[src/rtl/fec_csr_pkg.sv]
package fec_csr_pkg;
  localparam int DATA_W = 32;
  localparam int LEN_W  = 4;

  // word addresses
  localparam int unsigned ADR_CTRL = 0;
  localparam int unsigned ADR_CNT  = 1;
  localparam int unsigned ADR_STAT = 2;
  localparam int unsigned ADR_SEQ  = 3;

  // control word bit positions
  localparam int CT_TC     = 0;
  localparam int CT_BURST  = 1;
  localparam int CT_LEN_LO = 2;
  localparam int CT_STROBE = 11;

  // sequencer control bit positions
  localparam int SQ_RESET = 0;
  localparam int SQ_FEC   = 1;

  // timeout flag indices
  localparam int TO_AN  = 0;
  localparam int TO_LT  = 1;
  localparam int NUM_TO = 2;

  typedef struct packed {
    logic             transcoder;
    logic             burst;
    logic [LEN_W:0]   len;
  } inj_req_t;

  function automatic logic [LEN_W:0] decode_len(input logic [LEN_W-1:0] code);
    if (code == '0) return (LEN_W+1)'(1 << LEN_W);
    return {1'b0, code};
  endfunction
endpackage

[src/rtl/fec_inj_ctrl.sv]
module fec_inj_ctrl
  import fec_csr_pkg::*;
(
  input  logic              clk,
  input  logic              rst_n,
  input  logic              wr_en,
  input  logic [DATA_W-1:0] wdata,
  output logic [DATA_W-1:0] ctrl_image,
  output logic              inj_valid,
  output inj_req_t          inj_req
);
  logic             tc_q, burst_q;
  logic [LEN_W-1:0] len_q;
  logic             fire;

  assign fire = wr_en && wdata[CT_STROBE] && (wdata[CT_TC] || wdata[CT_BURST]);

  always_ff @(posedge clk) begin
    if (!rst_n) begin
      tc_q      <= 1'b0;
      burst_q   <= 1'b0;
      len_q     <= '0;
      inj_valid <= 1'b0;
      inj_req   <= '0;
    end else begin
      inj_valid <= fire;
      if (wr_en) begin
        tc_q    <= wdata[CT_TC];
        burst_q <= wdata[CT_BURST];
        len_q   <= wdata[CT_LEN_LO +: LEN_W];
      end
      if (fire) begin
        inj_req.transcoder <= wdata[CT_TC];
        inj_req.burst      <= wdata[CT_BURST];
        inj_req.len        <= decode_len(wdata[CT_LEN_LO +: LEN_W]);
      end
    end
  end

  always_comb begin
    ctrl_image                        = '0;
    ctrl_image[CT_TC]                 = tc_q;
    ctrl_image[CT_BURST]              = burst_q;
    ctrl_image[CT_LEN_LO +: LEN_W]    = len_q;
  end

  AST_INJ_HAS_KIND: assert property (@(posedge clk) disable iff (!rst_n)
    inj_valid |-> (inj_req.transcoder || inj_req.burst));
  AST_INJ_FROM_STROBE: assert property (@(posedge clk) disable iff (!rst_n)
    inj_valid |-> $past(wr_en && wdata[CT_STROBE]));
  AST_LEN_RANGE: assert property (@(posedge clk) disable iff (!rst_n)
    inj_valid |-> (inj_req.len >= 1 && inj_req.len <= (1 << LEN_W)));
endmodule

[src/rtl/fec_corr_cnt.sv]
module fec_corr_cnt #(
  parameter int CNT_W = 32
) (
  input  logic             clk,
  input  logic             rst_n,
  input  logic             inc,
  input  logic             clr,
  output logic [CNT_W-1:0] count
);
  localparam logic [CNT_W-1:0] CNT_MAX = '1;

  always_ff @(posedge clk) begin
    if (!rst_n)              count <= '0;
    else if (clr)            count <= inc ? CNT_W'(1) : '0;
    else if (inc && count != CNT_MAX) count <= count + 1'b1;
  end

  AST_NO_OVERFLOW: assert property (@(posedge clk) disable iff (!rst_n)
    (count == CNT_MAX && !clr) |=> count == CNT_MAX);
  AST_CLR_ON_READ: assert property (@(posedge clk) disable iff (!rst_n)
    (clr && !inc) |=> count == '0);
  AST_CLR_WITH_INC: assert property (@(posedge clk) disable iff (!rst_n)
    (clr && inc) |=> count == CNT_W'(1));
endmodule

[src/rtl/fec_seq_status.sv]
module fec_seq_status #(
  parameter int N = 2
) (
  input  logic         clk,
  input  logic         rst_n,
  input  logic [N-1:0] set,
  input  logic         restart,
  output logic [N-1:0] flags
);
  for (genvar i = 0; i < N; i++) begin : g_flag
    always_ff @(posedge clk) begin
      if (!rst_n)      flags[i] <= 1'b0;
      else if (set[i]) flags[i] <= 1'b1;
      else if (restart) flags[i] <= 1'b0;
    end
  end

  AST_TO_LATCHED: assert property (@(posedge clk) disable iff (!rst_n)
    !restart |=> ((flags & $past(flags)) == $past(flags)));
  AST_TO_CLEAR: assert property (@(posedge clk) disable iff (!rst_n)
    (restart && set == '0) |=> flags == '0);
  AST_TO_SET_WINS: assert property (@(posedge clk) disable iff (!rst_n)
    1'b1 |=> ((flags & $past(set)) == $past(set)));
endmodule

[src/rtl/fec_test_csr.sv]
module fec_test_csr
  import fec_csr_pkg::*;
#(
  parameter int ADDR_W = 4,
  parameter int CNT_W  = 32
) (
  input  logic              clk,
  input  logic              rst_n,
  input  logic [ADDR_W-1:0] bus_addr,
  input  logic              bus_wr,
  input  logic              bus_rd,
  input  logic [31:0]       bus_wdata,
  output logic [31:0]       bus_rdata,
  input  logic              corr_blk_pulse,
  input  logic              an_timeout_set,
  input  logic              lt_timeout_set,
  input  logic              seq_restart,
  input  logic              seq_link_ready,
  output logic              inj_valid,
  output logic              inj_transcoder,
  output logic              inj_burst,
  output logic [4:0]        inj_len,
  output logic              seq_reset,
  output logic              fec_req_active
);
  logic sel_ctrl, sel_cnt, sel_stat, sel_seq;
  assign sel_ctrl = (bus_addr == ADDR_W'(ADR_CTRL));
  assign sel_cnt  = (bus_addr == ADDR_W'(ADR_CNT));
  assign sel_stat = (bus_addr == ADDR_W'(ADR_STAT));
  assign sel_seq  = (bus_addr == ADDR_W'(ADR_SEQ));

  // injection control
  logic [DATA_W-1:0] ctrl_image;
  inj_req_t          req;

  fec_inj_ctrl u_inj (
    .clk        (clk),
    .rst_n      (rst_n),
    .wr_en      (bus_wr && sel_ctrl),
    .wdata      (bus_wdata),
    .ctrl_image (ctrl_image),
    .inj_valid  (inj_valid),
    .inj_req    (req)
  );
  assign inj_transcoder = req.transcoder;
  assign inj_burst      = req.burst;
  assign inj_len        = req.len;

  // corrected-block counter
  logic [CNT_W-1:0] count;
  fec_corr_cnt #(.CNT_W(CNT_W)) u_cnt (
    .clk   (clk),
    .rst_n (rst_n),
    .inc   (corr_blk_pulse),
    .clr   (bus_rd && sel_cnt),
    .count (count)
  );

  // latched timeouts
  logic [NUM_TO-1:0] to_set, to_flags;
  always_comb begin
    to_set         = '0;
    to_set[TO_AN]  = an_timeout_set;
    to_set[TO_LT]  = lt_timeout_set;
  end
  fec_seq_status #(.N(NUM_TO)) u_stat (
    .clk     (clk),
    .rst_n   (rst_n),
    .set     (to_set),
    .restart (seq_restart),
    .flags   (to_flags)
  );

  // sequencer control
  logic fec_cfg_q;
  logic seq_wr;
  assign seq_wr = bus_wr && sel_seq;

  always_ff @(posedge clk) begin
    if (!rst_n) begin
      fec_cfg_q      <= 1'b0;
      fec_req_active <= 1'b0;
      seq_reset      <= 1'b0;
    end else begin
      seq_reset <= seq_wr && bus_wdata[SQ_RESET];
      if (seq_wr) begin
        fec_cfg_q <= bus_wdata[SQ_FEC];
        if (bus_wdata[SQ_RESET]) fec_req_active <= bus_wdata[SQ_FEC];
      end
    end
  end

  // read path
  logic [31:0] rd_mux;
  always_comb begin
    rd_mux = '0;
    if (sel_ctrl)      rd_mux = ctrl_image;
    else if (sel_cnt)  rd_mux = 32'(count);
    else if (sel_stat) rd_mux = {29'd0, to_flags[TO_LT], to_flags[TO_AN], seq_link_ready};
    else if (sel_seq)  rd_mux = {30'd0, fec_cfg_q, 1'b0};
  end

  always_ff @(posedge clk) begin
    if (!rst_n)      bus_rdata <= '0;
    else if (bus_rd) bus_rdata <= rd_mux;
    else             bus_rdata <= '0;
  end

  AST_RDATA_IDLE: assert property (@(posedge clk) disable iff (!rst_n)
    !bus_rd |=> bus_rdata == '0);
  AST_SEQ_PULSE: assert property (@(posedge clk) disable iff (!rst_n)
    seq_reset |-> $past(seq_wr && bus_wdata[SQ_RESET]));
  AST_FEC_HOLD: assert property (@(posedge clk) disable iff (!rst_n)
    !(seq_wr && bus_wdata[SQ_RESET]) |=> $stable(fec_req_active));
  AST_RSVD_ZERO: assert property (@(posedge clk) disable iff (!rst_n)
    (ctrl_image[31:CT_LEN_LO+LEN_W] == '0));
endmodule

[config.mk]
export PLATFORM = sky130hd
export DESIGN_NAME = fec_test_csr
export DESIGN_NICKNAME = d
export VERILOG_FILES = /design/src/rtl/fec_csr_pkg.sv /design/src/rtl/fec_inj_ctrl.sv /design/src/rtl/fec_corr_cnt.sv /design/src/rtl/fec_seq_status.sv /design/src/rtl/fec_test_csr.sv
export SDC_FILE = /design/constraint.sdc
export NUM_CORES = 1
export LEC_CHECK = 0
export ABC_CLOCK_PERIOD_IN_PS = 3610
export CAP_MARGIN = 10
export CORE_ASPECT_RATIO = 0.6
export CORE_MARGIN = 1
export CORE_UTILIZATION = 30
export DETAILED_ROUTE_END_ITERATION = 12
export PLACE_DENSITY = 0.58
export RECOVER_POWER = 25
export SLEW_MARGIN = 20
export SYNTH_ARGS = -nofsm -noshare
export SYNTH_HDL_FRONTEND = slang
export SYNTH_SLANG_ARGS = --single-unit
[constraint.sdc]
create_clock -name clk -period 3.61 [get_ports clk]
set_clock_uncertainty 0.2 [all_clocks]
set_input_delay 1.083 -clock clk [delete_from_list [all_inputs] [get_ports clk]]
set_output_delay 1.083 -clock clk [all_outputs]
set_load 0.05 [all_outputs]
==> out/qor.txt, run 1 <==
status = finished clean
Clock Sinks = 83
Die Width = 136 µm
Post-synth ARST share = 0%
number of global-route vias before repair = 2543
Slew Viols, Final = 0
starting density of the core = 30.8%
Max Clock Freq = 0.323 GHz
cell-internal power = 1.65 mW
Design Power = 2.04 mW
unrepaired setup endpoints after global routing = no
CORE AREA = 0.0106 mm²
share of layout cells above drive strength 1 = 6.90%
predominant post-synthesis flop cell = dfxtp_1
CP required = 3.58 ns
count of different cell masters after synthesis = 41
Cell Rows = 29
drt wl/cell = 13.7 µm
synthesized flop and latch total = 83
H-Tree Depth = 3
Flop pwr share = 45.3%
Crit. End Element = flip-flop
I/O pins = 87
Mean Syn Cell Area = 8.92 µm²
Least-Margin Pin Slew = 0.931 ns
DRC Markers = 0
largest net degree at the start of global routing = 24
Clock Tree Buf Depth = 2
Slew headroom = 37.9%
period utilization = 85.7%
net count after synthesis = 411
Peak VDD IR = 0.000200 V
Cells after Synth = 365
Total GRT Usage = 15.1%
total grt overflow = 0
Power Density = 467 mW/mm²
Slowest cell on crit path = clkbuf_1
first-pass GRT wire length = 12800 µm
Max-cap violations = 0
area grow syn2layout = 34.3%
initial antenna violation count = 0
Final #Nets = 476
leakage = 1.52 nW
number of setup buffers added after CTS = 0
antenna cells = 0
Hold Crit Class = reg2reg
register area = 0.00166 mm²
slowest stage delay, CP = 0.70 ns
Die H = 82.7 µm
Hold Fails Final Rpt = 0
multi-input combinational cell area = 0.00149 mm²
Seq/Total Area, Yosys = 51.0%
drt pass-1 iters = 4
CTS tree = built
Filler cells = 1040
sw power = 397 µW
clock root buffer = clkbuf_16
clock latency on the worst-skew pair = 0.33 ns
Finish-stage setup viols = 0
drt via density = 4.81
Final min period = 3.09 ns
WP data arrival = 3.07 ns
DRT Wirelength = 7860 µm
Ys Warns = 0
Vias = 2762
Die ar. = 0.0113 mm²
Post-synth EDFFs = 0
gpl congestion = 0.794
worst-path cell chain = dlygate4sd3_1, inv_1, clkbuf_1, a31oi_1, clkbuf_1, nand3_1, o311ai_0
input/output buffers = 61
Clock transition at path regs = 0.06 ns
Startpoint Class = primary input
total CTS buffers = 9
DP Wirelength = 5650 µm
Post-CTS Hold Buffers = 0
setup TNS = 0 ns
Starting DRT DRC Count = 165
combinational power share = 3.7%
cell mode on critical path = clkbuf_1
Critical Path Fanout Max = 21
post-CTS sizing = 0
synthesized area = 0.00326 mm²
Switching Share = 19.4%
remaining antenna violation count = 0
Crit Path Category = in2reg
Clock power frac = 51.0%
state kept, by name, summed over array words and instances (netlist names), 2 cells and up:
name,cells
bus_rdata,32
u_cnt.count,32
u_inj.inj_req,7
u_inj.len_q,4
u_stat.flags,2
power groups by stage:
stage / sequential [mW] / clock [mW] / combinational, mW
final: 0.927 / 1.04 / 0.0750
after global routing: 0.927 / 1.11 / 0.0812
after CTS: 0.927 / 1.07 / 0.0782
after detailed placement: 0.947 / 0 / 0.0780
after global placement: 0.947 / 0 / 0.0777
after floorplan: 0.949 / 0 / 0.0338
worst paths after layout:
path | slack [ns] | endpoint | from | cells after the start
worst min register to register | 0.25 | u_inj.len_q[2]$_SDFFE_PN0P_ | u_inj.len_q[2]$_SDFFE_PN0P_ | 2
worst min-delay path | 0.25 | u_inj.len_q[2]$_SDFFE_PN0P_ | u_inj.len_q[2]$_SDFFE_PN0P_ | 2
worst max-delay path | 0.52 | u_cnt.count[0]$_SDFFE_PN0P_ | rst_n | 7
worst max register to register | 1.00 | u_cnt.count[26]$_SDFFE_PN0P_ | u_cnt.count[2]$_SDFFE_PN0P_ | 5
cells by family after synthesis:
| family | count (synthesis) | share of synthesized area (%) |
|---|---|---|
| simple gates | 167 | 27.2 |
| mux | 10 | 3.46 |
| compound gates | 70 | 12.9 |
| xor+xnor | 7 | 1.88 |
| flops | 83 | 51.0 |
| buf+inv | 27 | 3.19 |
| fa+ha+maj | 1 | 0.384 |
area by class of cell:
class                   count  share of cell area, %
clock buffers              11                   5.55
clock inverters             5                   2.29
inverters                  10                  0.858
multi-input cells         255                   34.1
flip-flops and latches     83                   38.0
well taps                 139                   3.98
repair buffers             71                   15.3
critical path: cells and delay by family:
family / cells / cell delay, ns
buffers and inverters: 4 / 1.64
AO/OA/AOI/OAI: 2 / 0.19
AND/OR/NAND/NOR: 1 / 0.15
through the flow:
| step | hold slack (ns) | utilization (%) | worst slack, ns | instance area, µm² | cells |
|---|---|---|---|---|---|
| 3_5_place_dp | 0.250 | 38.3 | 0.329 | 4050 | 558 |
| 2_1_floorplan | 0.233 | - | 0.722 | 3260 | 365 |
| 6_report | 0.253 | 41.4 | 0.516 | 4370 | 574 |
| 4_1_cts | 0.257 | 41.6 | 0.670 | 4390 | 574 |
| 5_1_grt | 0.272 | 41.4 | 0.327 | 4370 | 574 |
| 3_3_place_gp | 0.244 | 38.3 | 0.358 | 4050 | 558 |
synthesized netlist by cell type, types with 2 or more instances:
cell type  number  share of area, %
nor3_1          6              0.92
a221oi_1        2              0.54
mux2i_1         9               2.8
and2_1         23               4.4
or4_1           5               1.2
and4_1          2              0.54
a2111oi_0       4               1.1
o211ai_1        4              0.92
o21ai_0        18               2.8
nor2_1         32               3.7
nand2_1        34               3.9
and3_2          2              0.46
nor4_1          5              0.96
a31oi_1         6               1.2
nand4_1         9               1.7
a21oi_1        28               4.3
and3_1          4              0.77
or3_1          15               2.9
nand3_1        21               3.2
xnor2_1         7               1.9
inv_1          10               1.2
clkbuf_1       15               1.7
buf_2           2              0.31
and4_2          2              0.61
dfxtp_1        83                51
a31o_2          2              0.54
placed cells by master (no fill, tap or decap), types with 2 or more instances in the layout:
master / instances
a2111oi_0: 4
a31oi_1: 6
or4_1: 5
xnor2_1: 7
and3_1: 4
buf_4: 5
nand4_1: 9
clkinv_2: 2
clkbuf_1: 6
o21ai_0: 18
nor4_1: 5
nand3_1: 21
o211ai_1: 4
or3_1: 15
bufinv_16: 3
clkbuf_16: 9
nor2_1: 32
nand2_1: 34
inv_1: 10
dlygate4sd3_1: 3
and4_1: 2
clkdlybuf4s50_1: 58
a21oi_1: 28
and3_2: 2
mux2i_1: 9
a221oi_1: 2
and2_1: 23
and4_2: 2
dfxtp_1: 83
nor3_1: 6
layer usage:
layer  global-route usage, %  routed length [µm]  share of wire (%)  up-vias
met3                    4.88                 322                4.1        4
met4                    5.44                  63               0.80        0
li1                        -                   -                  -     1438
met1                    20.9                4290                 55     1264
met2                    21.7                3190                 41       56
met5                       0                   0                  0        -
Note: power is estimated with default switching activity, not from simulation.
==> run 2, diff against run 1 <==
--- a/config.mk
+++ b/config.mk
@@ -5,13 +5,15 @@
 export SDC_FILE = /design/constraint.sdc
 export NUM_CORES = 1
 export LEC_CHECK = 0
+export ABC_AREA = 1
 export ABC_CLOCK_PERIOD_IN_PS = 3610
 export CAP_MARGIN = 10
 export CORE_ASPECT_RATIO = 0.6
 export CORE_MARGIN = 1
 export CORE_UTILIZATION = 30
 export DETAILED_ROUTE_END_ITERATION = 12
-export PLACE_DENSITY = 0.58
+export GPL_TIMING_DRIVEN = 1
+export PLACE_DENSITY = 0.56
 export RECOVER_POWER = 25
 export SLEW_MARGIN = 20
 export SYNTH_ARGS = -nofsm -noshare
==> out/qor.txt, run 2 <==
status = finished clean
DP Wirelength = 8080 µm
Hold Fails Final Rpt = 0
clock latency on the worst-skew pair = 0.34 ns
synthesized flop and latch total = 83
number of global-route vias before repair = 3468
Vias = 3730
Max Clock Freq = 0.328 GHz
Critical Path Stages = 9
synthesized area = 0.00379 mm²
Clock Sinks = 83
largest cells by area after synthesis = dfxtp_1 (44%), nand2_1 (15%), nor2_1 (9.3%)
first-pass GRT wire length = 17400 µm
drt pass-1 iters = 5
Die ar. = 0.0131 mm²
Clock transition at path regs = 0.06 ns
Total GRT Usage = 17.3%
reg2reg end = u_cnt.count[17]$_SDFFE_PN0P_
leakage = 1.82 nW
Crit Path Category = in2reg
Starting DRT DRC Count = 288
CP required = 3.67 ns
I/O pins = 87
clock root buffer = clkbuf_16
DRC Markers = 0
Die Width = 147 µm
total grt overflow = 0
Max-cap violations = 0
Hold Crit Class = reg2reg
Power Density = 412 mW/mm²
slowest stage delay, CP = 0.53 ns
most frequent cells after synthesis = nand2_1 (156), nor2_1 (94), dfxtp_1 (83)
CP startpoint = bus_addr[3]
WP data arrival = 3.10 ns
Slew headroom = 48.0%
starting density of the core = 31.1%
Slew Viols, Final = 0
Mean Syn Cell Area = 6.77 µm²
predominant post-synthesis flop cell = dfxtp_1
Final #Nets = 673
Die H = 89.1 µm
Seq/Total Area, Yosys = 43.8%
drt wl/cell = 13.2 µm
setup TNS = 0 ns
Top Registers = bus_rdata (32), u_cnt.count (32), u_inj.inj_req (7)
Post-synth EDFFs = 0
gpl congestion = 0.906
drt via density = 4.68
Design Power = 2.02 mW
CORE AREA = 0.0122 mm²
R2R Path Start = u_cnt.count[0]$_SDFFE_PN0P_
worst-path cell chain = dlygate4sd3_1, nor2_1, nand2_1, nor2_2, nand2_1, buf_4, nand2_4, nand2_1, o21ai_0
area grow syn2layout = 29.2%
Crit. End Element = flip-flop
Cells after Synth = 560
Met2 Routed Length = 3880 µm
Ys Warns = 0
Slowest cell on crit path = dlygate4sd3_1
met3 routed WL = 738 µm
Synth top area share = 43.8%
Peak VDD IR = 0.000234 V
Final min period = 3.05 ns
Hold Crit Depth = 2
count of different cell masters after synthesis = 26
cell mode on critical path = nand2_1
share of layout cells above drive strength 1 = 6.33%
R2R setup slack = 1.03 ns
input/output buffers = 61
most common cell after layout, fill and taps aside = nand2_1
Startpoint Class = primary input
CP Capture Point = u_cnt.count[17]$_SDFFE_PN0P_
Final Cell Area = 0.00490 mm²
Clock Tree Buf Depth = 2
period utilization = 84.4%
cell family with most CP delay = simple AND/OR/NAND/NOR gates
CTS tree = built
top sig layer = met4
initial antenna violation count = 0
worst setup slack after layout = 0.564 ns
r2r worst-path depth = 11
area leader, netlist = dfxtp_1
Post-CTS Hold Buffers = 0
number of setup buffers added after CTS = 0
Post-synth ARST share = 0%
pre-CTS setup slack = 0.508 ns
Least-Margin Pin Slew = 0.779 ns
remaining antenna violation count = 0
largest net degree at the start of global routing = 23
commonest non-fill, non-tap cells in the layout = nand2_1 (156), nor2_1 (95), dfxtp_1 (83), inv_1 (64), clkdlybuf4s50_1 (59)
DRT Wirelength = 10500 µm
H-Tree Depth = 3
placed cell area = 0.00461 mm²
unrepaired setup endpoints after global routing = no
Final Util = 40.2%
antenna cells = 0
net count after synthesis = 606
Buf/Inv on CP = 2
met1 wire length = 5780 µm
cell with the most instances after synthesis = nand2_1
Critical Path Fanout Max = 7
post-CTS sizing = 0
total CTS buffers = 9
Cell Rows = 31
Finish-stage setup viols = 0
-- run 2: cells by family (layout without fill, tap and decap cells) --
| logic type | Yosys count | after routing | synth area share [%] |
|---|---|---|---|
| buf+inv | 80 | 152 | 8.68 |
| xor+xnor | 5 | 5 | 1.16 |
| fa+ha+maj | 1 | 1 | 0.330 |
| compound gates | 62 | 62 | 8.38 |
| flops | 83 | 83 | 43.8 |
| simple gates | 329 | 329 | 37.6 |
-- run 2: through the flow --
| stage | std cells | hold slack [ns] |
|---|---|---|
| floorplan | 560 | 0.224 |
| global placement | 781 | 0.251 |
| detailed placement | 781 | 0.256 |
| CTS | 797 | 0.267 |
| global route | 797 | 0.284 |
| finish | 797 | 0.264 |
-- run 2: report_power, final --
group / internal, mW / switching (mW)
combinational: 0.0419 / 0.0661
sequential: 0.927 / 0.0137
clock: 0.604 / 0.364
-- run 2: worst reg2reg max path, stage by stage, from the launching register on --
cell	delay, ns
dfxtp_1	0.49
ha_1	0.36
inv_1	0.08
nor2_2	0.18
nand2_4	0.10
nor2_8	0.19
nand2_4	0.11
nand2_4	0.27
nand2_2	0.18
inv_2	0.20
nand2_1	0.07
o21ai_0	0.07
-- run 2: cell type report --
cell class,instances,area [µm²]
repair buffers,70,679
clock inverters,5,77.6
multi-input cells,397,1790
flip-flops and latches,83,1660
well taps,165,206
fillers,1340,7280
inverters,66,248
clock buffers,11,233
-- run 2: worst min-delay path by stage --
stage | start | slack [ns] | to
after detailed placement | u_inj.inj_req[4]$_SDFFE_PN0P_ | 0.26 | u_inj.inj_req[4]$_SDFFE_PN0P_
after global routing | fec_cfg_q$_SDFFE_PN0P_ | 0.28 | fec_cfg_q$_SDFFE_PN0P_
after floorplan | fec_cfg_q$_SDFFE_PN0P_ | 0.22 | fec_cfg_q$_SDFFE_PN0P_
after CTS | u_inj.inj_req[3]$_SDFFE_PN0P_ | 0.27 | u_inj.inj_req[3]$_SDFFE_PN0P_
after global placement | fec_cfg_q$_SDFFE_PN0P_ | 0.25 | fec_cfg_q$_SDFFE_PN0P_
final | u_inj.inj_req[2]$_SDFFE_PN0P_ | 0.26 | u_inj.inj_req[2]$_SDFFE_PN0P_
-- run 2: layer usage --
layer | up-vias | global-route usage, %
met3 | 7 | 4.08
li1 | 1902 | -
met2 | 120 | 23.2
met4 | 0 | 4.97
met5 | - | 0
met1 | 1701 | 26.7
